==> src/rtl/sec_erase_pkg.sv <==
package sec_erase_pkg;
  typedef enum logic [1:0] {CMD_NONE, CMD_RDSR, CMD_WREN, CMD_ERASE} cmdKindT;
  typedef enum logic [1:0] {PH_PRE, PH_WEL, PH_POST} pollPhaseT;

  localparam logic [1:0] ERR_OK   = 2'b00;
  localparam logic [1:0] ERR_BUSY = 2'b01;
  localparam logic [1:0] ERR_WEL  = 2'b10;

  localparam logic [7:0] OP_RDSR  = 8'h05;
  localparam logic [7:0] OP_WREN  = 8'h06;
  localparam logic [7:0] OP_ERASE = 8'hD8;

  typedef struct packed {
    logic      latchReq;
    cmdKindT   cmdKind;
    logic      cmdFire;
    pollPhaseT phase;
    logic      cntClr;
    logic      cntInc;
    logic      errSet;
    logic [1:0] errVal;
  } ctrlStrobeT;
endpackage

==> src/rtl/sec_erase_ctrl.sv <==
module sec_erase_ctrl
  import sec_erase_pkg::*;
(
  input  logic       clk,
  input  logic       rstN,
  input  logic       start,
  input  logic       msTick,
  input  logic       cmdDone,
  input  logic       wipNow,
  input  logic       welNow,
  input  logic       limitHit,
  output ctrlStrobeT strobe,
  output logic       busy,
  output logic       done,
  output logic       errClr
);
  typedef enum logic [3:0] {
    S_IDLE, S_CLR, S_POLL_ISSUE, S_POLL_WAIT, S_POLL_TICK,
    S_WEN_ISSUE, S_WEN_WAIT, S_ERS_ISSUE, S_ERS_WAIT, S_FIN
  } stateT;

  stateT     stateQ, stateN;
  pollPhaseT phaseQ, phaseN;

  always_ff @(posedge clk or negedge rstN) begin
    if (!rstN) begin
      stateQ <= S_IDLE;
      phaseQ <= PH_PRE;
    end else begin
      stateQ <= stateN;
      phaseQ <= phaseN;
    end
  end

  always_comb begin
    stateN          = stateQ;
    phaseN          = phaseQ;
    strobe          = '0;
    strobe.cmdKind  = CMD_NONE;
    strobe.phase    = phaseQ;
    strobe.errVal   = ERR_OK;
    errClr          = 1'b0;
    done            = 1'b0;
    unique case (stateQ)
      S_IDLE: begin
        if (start) begin
          strobe.latchReq = 1'b1;
          stateN          = S_CLR;
        end
      end
      S_CLR: begin
        errClr        = 1'b1;
        phaseN        = PH_PRE;
        strobe.cntClr = 1'b1;
        stateN        = S_POLL_ISSUE;
      end
      S_POLL_ISSUE: begin
        strobe.cmdKind = CMD_RDSR;
        strobe.cmdFire = 1'b1;
        stateN         = S_POLL_WAIT;
      end
      S_POLL_WAIT: begin
        strobe.cmdKind = CMD_RDSR;
        if (cmdDone) begin
          if (phaseQ == PH_WEL) begin
            if (welNow) begin
              stateN = S_ERS_ISSUE;
            end else if (limitHit) begin
              strobe.errSet = 1'b1;
              strobe.errVal = ERR_WEL;
              stateN        = S_FIN;
            end else begin
              strobe.cntInc = 1'b1;
              stateN        = S_POLL_TICK;
            end
          end else begin
            if (!wipNow) begin
              stateN = (phaseQ == PH_PRE) ? S_WEN_ISSUE : S_FIN;
            end else if (limitHit) begin
              strobe.errSet = 1'b1;
              strobe.errVal = ERR_BUSY;
              stateN        = S_FIN;
            end else begin
              strobe.cntInc = 1'b1;
              stateN        = S_POLL_TICK;
            end
          end
        end
      end
      S_POLL_TICK: begin
        if (msTick) stateN = S_POLL_ISSUE;
      end
      S_WEN_ISSUE: begin
        strobe.cmdKind = CMD_WREN;
        strobe.cmdFire = 1'b1;
        stateN         = S_WEN_WAIT;
      end
      S_WEN_WAIT: begin
        strobe.cmdKind = CMD_WREN;
        if (cmdDone) begin
          phaseN        = PH_WEL;
          strobe.cntClr = 1'b1;
          stateN        = S_POLL_ISSUE;
        end
      end
      S_ERS_ISSUE: begin
        strobe.cmdKind = CMD_ERASE;
        strobe.cmdFire = 1'b1;
        stateN         = S_ERS_WAIT;
      end
      S_ERS_WAIT: begin
        strobe.cmdKind = CMD_ERASE;
        if (cmdDone) begin
          phaseN        = PH_POST;
          strobe.cntClr = 1'b1;
          stateN        = S_POLL_ISSUE;
        end
      end
      S_FIN: begin
        done   = 1'b1;
        stateN = S_IDLE;
      end
      default: stateN = S_IDLE;
    endcase
  end

  assign busy = (stateQ != S_IDLE);

  // a pending retry holds until the tick arrives
  a_r3_wait_for_tick: assert property (@(posedge clk) disable iff (!rstN)
    (stateQ == S_POLL_TICK && !msTick) |=> (stateQ == S_POLL_TICK));

  // start while busy never restarts the sequence
  a_r8_start_ignored: assert property (@(posedge clk) disable iff (!rstN)
    (stateQ != S_IDLE && start) |=> (stateQ != S_CLR));

  // done lasts exactly one cycle
  a_r9_done_single: assert property (@(posedge clk) disable iff (!rstN)
    done |=> !done);

  // the clear strobe never coincides with a frame request
  a_r2_clr_alone: assert property (@(posedge clk) disable iff (!rstN)
    errClr |-> !strobe.cmdFire);
endmodule

==> src/rtl/sec_erase_dp.sv <==
module sec_erase_dp
  import sec_erase_pkg::*;
#(
  parameter int BANK_W   = 2,
  parameter int SEC_W    = 12,
  parameter int CNT_W    = 8,
  parameter int ADDR_W   = 24,
  parameter int STAT_W   = 8,
  parameter int WEL_SHIFT = 4
) (
  input  logic              clk,
  input  logic              rstN,
  input  ctrlStrobeT        strobe,
  input  logic [BANK_W-1:0] bankSel,
  input  logic [SEC_W-1:0]  sectorIdx,
  input  logic [4:0]        sizeLog2,
  input  logic [4:0]        countLog2,
  input  logic [CNT_W-1:0]  preLimit,
  input  logic [CNT_W-1:0]  welLimit,
  input  logic [CNT_W-1:0]  eraseLimit,
  input  logic [STAT_W-1:0] cmdRxData,
  output logic              wipNow,
  output logic              welNow,
  output logic              limitHit,
  output logic              cmdReq,
  output logic [7:0]        cmdOpcode,
  output logic [ADDR_W-1:0] cmdAddr,
  output logic [2:0]        cmdTxLen,
  output logic [1:0]        cmdRxLen,
  output logic [BANK_W-1:0] cmdBank,
  output logic [1:0]        errQ
);
  localparam int BANKS   = 1 << BANK_W;
  localparam int WIDE_W  = ADDR_W + SEC_W;

  logic [BANK_W-1:0] bankQ;
  logic [ADDR_W-1:0] addrQ;
  logic [CNT_W-1:0]  preQ, welQ, eraseQ, cntQ, limSel;
  logic [4:0]        shiftAmt;
  logic [WIDE_W-1:0] wideAddr;
  logic [BANKS-1:0]  welBits;

  assign shiftAmt = sizeLog2 - countLog2;
  assign wideAddr = {{ADDR_W{1'b0}}, sectorIdx} << shiftAmt;

  always_ff @(posedge clk or negedge rstN) begin
    if (!rstN) begin
      bankQ  <= '0;
      addrQ  <= '0;
      preQ   <= '0;
      welQ   <= '0;
      eraseQ <= '0;
    end else if (strobe.latchReq) begin
      bankQ  <= bankSel;
      addrQ  <= wideAddr[ADDR_W-1:0];
      preQ   <= preLimit;
      welQ   <= welLimit;
      eraseQ <= eraseLimit;
    end
  end

  always_ff @(posedge clk or negedge rstN) begin
    if (!rstN)               cntQ <= '0;
    else if (strobe.cntClr)  cntQ <= '0;
    else if (strobe.cntInc)  cntQ <= cntQ + 1'b1;
  end

  always_ff @(posedge clk or negedge rstN) begin
    if (!rstN)                errQ <= ERR_OK;
    else if (strobe.latchReq) errQ <= ERR_OK;
    else if (strobe.errSet)   errQ <= strobe.errVal;
  end

  always_comb begin
    unique case (strobe.phase)
      PH_WEL:  limSel = welQ;
      PH_POST: limSel = eraseQ;
      default: limSel = preQ;
    endcase
  end

  assign limitHit = ({1'b0, cntQ} + 1'b1) >= {1'b0, limSel};

  genvar gb;
  generate
    for (gb = 0; gb < BANKS; gb++) begin : g_wel
      assign welBits[gb] = cmdRxData[WEL_SHIFT + gb];
    end
  endgenerate

  assign wipNow = cmdRxData[0];
  assign welNow = welBits[bankQ];

  always_comb begin
    cmdOpcode = OP_RDSR;
    cmdTxLen  = 3'd1;
    cmdRxLen  = 2'd1;
    cmdAddr   = '0;
    unique case (strobe.cmdKind)
      CMD_WREN: begin
        cmdOpcode = OP_WREN;
        cmdRxLen  = 2'd0;
      end
      CMD_ERASE: begin
        cmdOpcode = OP_ERASE;
        cmdTxLen  = 3'd4;
        cmdRxLen  = 2'd0;
        cmdAddr   = addrQ;
      end
      default: ;
    endcase
  end

  assign cmdReq  = strobe.cmdFire;
  assign cmdBank = bankQ;

  // the control never schedules a retry once the limit is reached
  a_r4_no_retry_past_limit: assert property (@(posedge clk) disable iff (!rstN)
    strobe.cntInc |-> !limitHit);

  // bank and address hold for the whole operation
  a_r10_bank_held: assert property (@(posedge clk) disable iff (!rstN)
    !strobe.latchReq |=> ($stable(bankQ) && $stable(addrQ)));
endmodule

==> src/rtl/sec_erase_seq.sv <==
module sec_erase_seq
  import sec_erase_pkg::*;
#(
  parameter int BANK_W = 2,
  parameter int SEC_W  = 12,
  parameter int CNT_W  = 8
) (
  input  logic              clk,
  input  logic              rstN,
  input  logic              start,
  input  logic [BANK_W-1:0] bankSel,
  input  logic [SEC_W-1:0]  sectorIdx,
  input  logic [4:0]        sizeLog2,
  input  logic [4:0]        countLog2,
  input  logic [CNT_W-1:0]  preLimit,
  input  logic [CNT_W-1:0]  welLimit,
  input  logic [CNT_W-1:0]  eraseLimit,
  input  logic              msTick,
  output logic              cmdReq,
  output logic [7:0]        cmdOpcode,
  output logic [23:0]       cmdAddr,
  output logic [2:0]        cmdTxLen,
  output logic [1:0]        cmdRxLen,
  output logic [BANK_W-1:0] cmdBank,
  input  logic              cmdDone,
  input  logic [7:0]        cmdRxData,
  output logic              errClr,
  output logic              busy,
  output logic              done,
  output logic [1:0]        errCode
);
  ctrlStrobeT strobe;
  logic       wipNow, welNow, limitHit;
  logic [1:0] errQ;

  sec_erase_ctrl u_ctrl (
    .clk(clk), .rstN(rstN), .start(start), .msTick(msTick),
    .cmdDone(cmdDone), .wipNow(wipNow), .welNow(welNow),
    .limitHit(limitHit), .strobe(strobe), .busy(busy),
    .done(done), .errClr(errClr)
  );

  sec_erase_dp #(
    .BANK_W(BANK_W), .SEC_W(SEC_W), .CNT_W(CNT_W),
    .ADDR_W(24), .STAT_W(8), .WEL_SHIFT(4)
  ) u_dp (
    .clk(clk), .rstN(rstN), .strobe(strobe), .bankSel(bankSel),
    .sectorIdx(sectorIdx), .sizeLog2(sizeLog2), .countLog2(countLog2),
    .preLimit(preLimit), .welLimit(welLimit), .eraseLimit(eraseLimit),
    .cmdRxData(cmdRxData), .wipNow(wipNow), .welNow(welNow),
    .limitHit(limitHit), .cmdReq(cmdReq), .cmdOpcode(cmdOpcode),
    .cmdAddr(cmdAddr), .cmdTxLen(cmdTxLen), .cmdRxLen(cmdRxLen),
    .cmdBank(cmdBank), .errQ(errQ)
  );

  assign errCode = done ? errQ : ERR_OK;

  // a result code appears only with done
  a_r9_code_with_done: assert property (@(posedge clk) disable iff (!rstN)
    (errCode != ERR_OK) |-> done);

  // done only ends an operation that was running
  a_r9_done_while_busy: assert property (@(posedge clk) disable iff (!rstN)
    done |-> busy);
endmodule

==> config.mk <==
export PLATFORM = sky130hd
export DESIGN_NAME = sec_erase_seq
export DESIGN_NICKNAME = d
export VERILOG_FILES = /design/src/rtl/sec_erase_pkg.sv /design/src/rtl/sec_erase_ctrl.sv /design/src/rtl/sec_erase_dp.sv /design/src/rtl/sec_erase_seq.sv
export SDC_FILE = /design/constraint.sdc
export NUM_CORES = 1
export LEC_CHECK = 0
export BUFFER_PORTS_ARGS = -buffer_cell sky130_fd_sc_hd__buf_2
export CAP_MARGIN = 5
export CORE_ASPECT_RATIO = 1.2
export CORE_UTILIZATION = 25
export DETAILED_ROUTE_END_ITERATION = 16
export PLACE_DENSITY_LB_ADDON = 0.1
export SETUP_SLACK_MARGIN = 0.5
export SLEW_MARGIN = 20
export SYNTH_ARGS = -nofsm -noshare
export SYNTH_HDL_FRONTEND = slang
export SYNTH_SLANG_ARGS = --single-unit
==> constraint.sdc <==
create_clock -name clk -period 3.4 [get_ports clk]
set_input_delay 0.68 -clock clk [delete_from_list [all_inputs] [get_ports clk]]
set_output_delay 0.68 -clock clk [all_outputs]
set_load 0.03 [all_outputs]
-- After elaboration in Yosys (flattened, before gate mapping)
Index checks and enable logic that the tools add are counted.
Widths: inputs -> output; s select.
- input bits: 61
- logic and storage cells: 89
- flip-flop bits (word level): 66
- add/subtract/negate cells: 3
- order comparisons: 2
- reductions and logical operators: 14
- multiplexer cells: 41
- eq/ne operators: 19
- shift-type cells: 1
- operators with widths (operator ; count):
    $mux 4 ; 14
    $pmux 4 s8 ; 1
    $pmux 8 s2 ; 2
    $mux 24 ; 1
    $shl 12x5->24 ; 1
    $eq 4x3->1 const B ; 4
    $mux 8 ; 2
    $pmux 2 s3 ; 2
    $mux 2 ; 5
    $ne 2x2->1 const B ; 5
    $reduce_or 2->1 ; 5
    $add 8x1->9 const B ; 1
    $ge 9x8->1 ; 1
    $mux 1 ; 9
    $mux 3 ; 3
    $add 8x1->8 const B ; 1
    $eq 4x2->1 const B ; 2
    $eq 4x4->1 const B ; 2
    $eq 2x2->1 const B ; 3
    $sub 5x5->5 ; 1
    $eq 4x1->1 const B ; 1
    $logic_not 4->1 ; 1
    $reduce_and 4->1 ; 1
    $reduce_bool 2->1 ; 2
    10 further kinds ; 10

-- Depth between registers and ports, before layout
Gate-level depths: netlist (run 1).
- depth after elaboration: 10
- gate-level depth with buffers: 14
- depth with buffers taken out: 13

-- Cells and area by module
From an unflattened synthesis (run 1), not the netlist that was laid out.
- cell total of the unflattened synthesis: 470
- area total of the unflattened synthesis: 4553.1 um2
- modules (own cells, without submodules) (module ; instances ; sequential area each (um2) ; area an instance (um2) ; cells an instance):
    sec_erase_dp ; 1 ; 1501.4 ; 3901.2 ; 384
    sec_erase_ctrl ; 1 ; 150.1 ; 639.4 ; 84
    sec_erase_seq ; 1 ; 0.0 ; 12.5 ; 2

-- Worst setup path after synthesis (run 1)
OpenSTA, ideal clock, no wires.
- path kind: register to register
- start point: register u_dp.cntQ[0]
- end point: register u_dp.cntQ[1]
- slack: 0.504 ns
- path buffers: 0
- library setup time: 0.118 ns
- cell stages (with the launch flop): 14
- arrival time: 2.778 ns
- path through: dfrtp_1 > ha_1 > nand3_1 > nor2_1 > nand2_1 > and2_1 > or2_2 > ha_1 > a21oi_1 > nand2_1 > a221oi_2 > nand4_4 > and3_1 > a21o_1
- word-level cells in the longest chain between the ends: 8
- RTL lines (element ; line ; source):
    start: declaration ; sec_erase_dp.sv:38 ; logic [CNT_W-1:0] preQ, welQ, eraseQ, cntQ, limSel;
    start signal: assignment ; sec_erase_dp.sv:65 ; else if (strobe.cntInc) cntQ <= cntQ + 1'b1;
    $add 8x1->9 ; sec_erase_dp.sv:82 ; assign limitHit = ({1'b0, cntQ} + 1'b1) >= {1'b0, limSel};
    $ge 9x8->1 ; sec_erase_dp.sv:82 ;
    $mux 1 ; sec_erase_ctrl.sv:68, sec_erase_ctrl.sv:79 ;
    $mux 4, on equally long branches ; sec_erase_ctrl.sv:77, sec_erase_ctrl.sv:66 ;
    $mux 4 ; sec_erase_ctrl.sv:65 ; if (phaseQ == PH_WEL) begin
    $mux 4 ; sec_erase_ctrl.sv:64 ; if (cmdDone) begin
    $mux 4 ; sec_erase_ctrl.sv:44 ; unique case (stateQ)
    $reduce_bool 2->1 (no line) ; - ;
Several ways; a longest one is shown, not always the timed one. The select of a mux whose other input is x is not followed.
A chain may end at the register's enable or synchronous reset.

-- Worst setup path after layout (run 1)
- start point: register u_dp.cntQ[0]
- end point: register u_dp.cntQ[5]
Same word-level chain as after synthesis.

==> out/results.ini, run 1 <==
[cts]
cts_tree=done
clock_path_buffers=2
clk_pin_slew_ns=0.06
clock-root-buffer=clkbuf_16
cts_made_buffers=9
numClockSinks=66
insertion_delay_ns=0.34
cts-htree-levels=3

[yosys]
synth_edf_count=0
syn_area_per_cell_um2=9.43
synth_flop_cell=dfrtp_1
yosys.area.top_type=dfrtp_1
ys_warn_count=0
synthCells=465
synth-seq-area-share=0.377
synth_area_leaders=dfrtp_1 38%, mux2_2 7.7%, mux2i_1 5.0%
async_flop_share=1.00
syn_area_um2=4390
ys_ff_latch=66
synth_top_area_share=0.377
synth_cell_types=61

[floorplan]
core_um2=17000
die_x_um=123
die_h_um=147
start_util=0.257
fp-row-count=52
num_io_pins=106
die_area_um2=18100

[sta]
fin_crit_sh=0.819
slew_headroom=0.473
hold_ws_ns=0.316
slew_violations=0
finalSetupViolations=0
worstMarginPinSlew_ns=0.768
hold_violations=0
rsz0062_at_grt=true
post-route-min-period_ns=2.78
clock_skew_ns=0.00657
fmax_mhz=359
fin_setup_tns_ns=0

[setup_path]
arrival_ns=3.06
cp.required_ns=3.67
end_kind=flop
path_max_fanout=7
path_class=flop to flop
critPathLaunchType=flop

[cells_and_area]
drive_above_1_share=0.366
fin_util=0.332
mostFrequentLayoutCell=buf_2
fillCellCount=1819
area_growth_pct=29.1
mostFrequentLayoutCells=100 x buf_2, 65 x dfrtp_1, 53 x nand2_1
insertedDiodeCount=0
instances_no_fill=792
fin_nets=649

[power]
pwr-share-seq=0.291
clkPwrFrac=0.221
vdd_drop_max_v=0.000318
switching_share=0.411
p_int_mw=2.61
power_mw=4.43
p_sw_mw=1.82
combPwrFrac=0.488
p_per_area_nw_per_um2=782
p_leak_nw=2.69

[global_route]
first_global_vias=3735
top_usage_layer=met2
grtUsageMet1=0.172
grt_max_degree=32
grt_overflow_total=0
use_met3=0.0299
grt_pass1_wl_um=19100
antenna_found_initial=0
grt.total_usage=0.138
grt_use_met2=0.235

[placed_design]
hpwl_um=9040
dpl.cell_count=763
portBuffers=99
gp_congestion=0.768

[detailed_routing]
routed_wl_um=12500
wl_per_cell_um=15.7
drt_drc_violations_left=0
drtIter0Drc=140
ant_nets=0
dr.pass1.iters=4
vias=3728
routed_via_density=4.71

[flow_run]
drv_cap=0

[hold_path]
worst_hold_path_type=input pin to async pin

[status]
outcome=completed

==> routing by layer <==
layer	vias to the layer above	routed length, um
met4	0	150
met3	7	413
met1	1786	5600
met2	71	6310
met5	-	0
li1	1864	-
==> metrics by stage <==
step | cell area [um^2] | worst slack [ns]
floorplan | 4390 | 0.504
global placement | 5090 | 0.266
detailed placement | 5090 | 0.229
CTS | 5520 | 0.519
global route | 5660 | 0.475
finish | 5660 | 0.616
==> cell type report <==
type,count,area (um^2),area share
inverter,13,48.8,0.00862
clock buffer,11,253,0.0447
clock inverter,5,62.6,0.0111
tap,216,270,0.0477
sequential,66,1650,0.292
multi-input combinational,356,2670,0.472
timing repair buffer,125,701,0.124
==> power by group through the flow <==
stage | Clock, mW | Combinational (mW) | Sequential (mW)
2_1_floorplan | 0 | 1.51 | 1.26
3_3_place_gp | 0 | 1.98 | 1.29
3_5_place_dp | 0 | 2.00 | 1.30
4_1_cts | 1.01 | 2.08 | 1.29
5_1_grt | 1.04 | 2.39 | 1.33
6_report | 0.979 | 2.16 | 1.29
==> synth_stat cells (5+ instances only) <==
cell       number
a211oi_1        5
a21o_1          5
a21oi_1        18
a22o_1          5
a22oi_1         9
a2bb2oi_1       6
a32o_1          5
and2_1         31
and3_1          7
buf_2           6
buf_4          12
clkbuf_1       13
dfrtp_1        66
ha_1           16
inv_1          13
mux2_2         30
mux2i_1        22
nand2_1        54
nand3_1        13
nor2_1         24
nor3_1          8
o21ai_0        26
o21ai_1         8
o22a_1          5
==> sequential cells by signal, indices dropped and copies added (netlist names) <==
register	flops
u_ctrl.phaseQ	2
u_ctrl.stateQ	4
u_dp.addrQ	24
u_dp.cmdBank	2
u_dp.cntQ	8
u_dp.eraseQ	8
u_dp.errQ	2
u_dp.preQ	8
u_dp.welQ	8
==> critical path, cell delays in order (launching register included) <==
cell and delay, ns:
dfrtp_1 0.34, buf_4 0.12, ha_4 0.14, nand3_4 0.09, nor2_4 0.11, nand2_2 0.06
and2_4 0.16, or2_4 0.25, ha_4 0.25, a21oi_2 0.10, nand2_1 0.08, a221oi_2 0.29
buf_4 0.20, and4_2 0.33, o21ai_0 0.13, nand2_1 0.07
==> path summary, 6_finish.rpt <==
check	start	to	slack, ns	cells after the start
worst max register to register	u_dp.cntQ[0]$_DFFE_PN0P_	u_dp.cntQ[5]$_DFFE_PN0P_	0.62	15
min in group clk	u_dp.addrQ[0]$_DFFE_PN0P_	u_dp.addrQ[0]$_DFFE_PN0P_	0.48	2
worst min register to register	u_dp.addrQ[0]$_DFFE_PN0P_	u_dp.addrQ[0]$_DFFE_PN0P_	0.48	2
worst min-delay path	rstN	u_ctrl.stateQ[2]$_DFFE_PN0P_	0.32	1
max in group asynchronous	rstN	u_dp.eraseQ[3]$_DFFE_PN0P_	2.31	2
worst max-delay path	u_dp.cntQ[0]$_DFFE_PN0P_	u_dp.cntQ[5]$_DFFE_PN0P_	0.62	15
==> kinds of logic after synthesis <==
| kind of cell | after synthesis | synth area share |
|---|---|---|
| buf+inv | 47 | 0.0565 |
| compound gates | 109 | 0.171 |
| xor+xnor | 10 | 0.0234 |
| other cells | 1 | 0.000855 |
| fa+ha+maj | 17 | 0.0502 |
| mux | 53 | 0.132 |
| flops | 66 | 0.377 |
| simple gates | 162 | 0.189 |
==> timing repair <==
action	CTS	global route
resized for setup	12	19
setup buffers	6	5
hold buffers	0	0
endpoints found under the setup margin	44	37
gates cloned	1	1
pin swaps	3	10
Note: power is estimated with default switching activity, not from simulation.
==> run 2, diff against run 1 <==
clock period = 2.6 ns   (was 3.4 ns; I/O delays follow)
==> out/results.ini, run 2 (synthesis gave the netlist of run 1 again) <==
[sta]
fin_crit_sh=1.04  ; +0.223
post-route-min-period_ns=2.71  ; -0.0744 ns
slew_violations=0  ; unchanged
rsz0062_at_grt=true
hold_ws_ns=0.231  ; -0.0854 ns
finalSetupViolations=13  ; +13
worstMarginPinSlew_ns=0.758  ; -0.0107 ns
hold_violations=0  ; unchanged
setup_ws_ns=-0.109  ; -0.726 ns
fmax_mhz=369  ; +2.7%
clock_skew_ns=0.00839  ; +0.00182 ns
slew_headroom=0.480  ; +0.00732

[cells_and_area]
drive_above_1_share=0.560  ; +0.194
mostFrequentLayoutCells=63 x dfrtp_1, 60 x buf_2, 49 x buf_4
mostFrequentLayoutCell=dfrtp_1
insertedDiodeCount=0  ; unchanged
fin_nets=691  ; +6.5%
largest-register=u_dp.addrQ
largest_reg_flops=24  ; unchanged
fin_util=0.404  ; +0.0716
area_growth_pct=56.9

[power]
p_per_area_nw_per_um2=967  ; +24%
power_mw=6.66  ; +50%
vdd_drop_max_v=0.000383  ; +20%
p_leak_nw=3.10  ; +15%

[status]
outcome=finished, violations left
failed_checks=setup timing

[detailed_routing]
drt_drc_violations_left=0  ; unchanged
routed_via_density=4.74  ; +0.80%
wl_per_cell_um=15.8  ; +0.15%
drtIter0Drc=159  ; +14%
dr.pass1.iters=4  ; unchanged
vias=3957  ; +6.1%
routed_wl_um=13200  ; +5.5%
ant_nets=0  ; unchanged

[setup_path]
r2r_setup_slack_ns=-0.11  ; -0.73 ns
arrival_ns=2.93  ; -0.13 ns
reg2reg_from=u_dp.cntQ[1]$_DFFE_PN0P_
path_max_fanout=8  ; +1
cp.required_ns=2.82  ; -0.85 ns
r2r-end=u_dp.cntQ[1]$_DFFE_PN0P_
end_kind=flop
critPathLaunchType=flop
setup.worst_path.start=u_dp.cntQ[1]$_DFFE_PN0P_
rr_worst_depth=11  ; -4
path_class=flop to flop
crit_path_end=u_dp.cntQ[1]$_DFFE_PN0P_

[global_route]
antenna_found_initial=0  ; unchanged
grt_pass1_wl_um=20800  ; +8.6%
grt_max_degree=44  ; +38%
grt_overflow_total=0  ; unchanged
first_global_vias=4049  ; +8.4%
grt.total_usage=0.148  ; +0.0104

[floorplan]
die_area_um2=18100  ; unchanged
fp-row-count=52  ; unchanged
die_x_um=123  ; unchanged
die_h_um=147  ; unchanged
start_util=0.257  ; unchanged
core_um2=17000  ; unchanged
num_io_pins=106  ; unchanged

[cts]
cts_tree=done
cts_made_buffers=9  ; unchanged
insertion_delay_ns=0.33  ; about the same
numClockSinks=66  ; unchanged
hold_buffers=0  ; unchanged
clock_path_buffers=2  ; unchanged
clk_pin_slew_ns=0.06  ; about the same
cts-htree-levels=3  ; unchanged
clock-root-buffer=clkbuf_16

[hold_path]
worst_hold_path_type=input pin to async pin

[flow_run]
drv_cap=0  ; unchanged

[placed_design]
dpl_worst_slack_ns=-0.291  ; -0.520 ns
portBuffers=99  ; unchanged
gp_congestion=0.796  ; +3.7%
hpwl_um=9450  ; +4.5%

-- run 2: cell types whose count changed in the layout (fill, tap and decap cells not counted), sizes merged --
cell,change
o21bai,+2
clkinv,+2
nand4,-1
buf,+40
clkinvlp,-1
-- run 2: timing repair --
| action | CTS | global route |
|---|---|---|
| pin swaps | 27 | 51 |
| gates cloned | 2 | 2 |
| gates resized for setup | 145 | 84 |
| endpoints found under the setup margin | 65 | 91 |
| setup buffers | 15 | 9 |
-- run 2: worst max-delay path, stage by stage (launching register included) --
cell      delay (ns)
dfrtp_1         0.41
and3_1          0.19
nand3_2         0.11
and2_4          0.18
or2_2           0.29
ha_1            0.31
nand3_1         0.10
nand2_2         0.07
a221oi_4        0.38
nand4_4         0.20
and3_1          0.21
a21o_1          0.15
-- run 2: per-layer routing --
layer / wire (um) / up-vias / GRT usage
met4: 198 / 0 / 0.0518
met5: 0 / - / 0
met2: 6900 / 73 / 0.257
met3: 373 / 12 / 0.0252
li1: - / 1948 / -
met1: 5680 / 1924 / 0.183
-- run 2: how the worst min path moves through the flow --
stage / start / endpoint / slack (ns) / cells after the start
CTS: rstN / u_dp.errQ[1]$_DFFE_PN0P_ / 0.26 / 1
finish: rstN / u_ctrl.stateQ[3]$_DFFE_PN0P_ / 0.23 / 1
global placement: u_dp.addrQ[0]$_DFFE_PN0P_ / u_dp.addrQ[0]$_DFFE_PN0P_ / 0.47 / 2
detailed placement: u_dp.addrQ[23]$_DFFE_PN0P_ / u_dp.addrQ[23]$_DFFE_PN0P_ / 0.48 / 2
global route: rstN / u_ctrl.stateQ[3]$_DFFE_PN0P_ / 0.29 / 1
floorplan: rstN / u_ctrl.phaseQ[0]$_DFFE_PN0P_ / 0.22 / 0
-- run 2: metrics by stage --
stage	instance area [um^2]	cells	setup TNS, ns
6_report	6880	834	-0.977
3_3_place_gp	5490	790	-2.35
2_1_floorplan	4600	467	-0.155
4_1_cts	6420	823	-1.43
3_5_place_dp	5490	790	-3.06
5_1_grt	6880	834	-2.66
-- run 2: where the power goes --
group / total [mW] / switching [mW] / leakage (nW) / internal [mW]
clock: 1.25 / 0.483 / 0.149 / 0.770
sequential: 1.71 / 0.273 / 0.841 / 1.44
combinational: 3.69 / 1.92 / 2.11 / 1.77
-- run 2: cell type report --
class                   count  area [um^2]
inverters                  13         66.3
well taps                 216          270
clock buffers              10          239
multi-input cells         357         3190
flip-flops and latches     66         1660
clock inverters             6         65.1
fillers                  1674        10200
repair buffers            166         1390
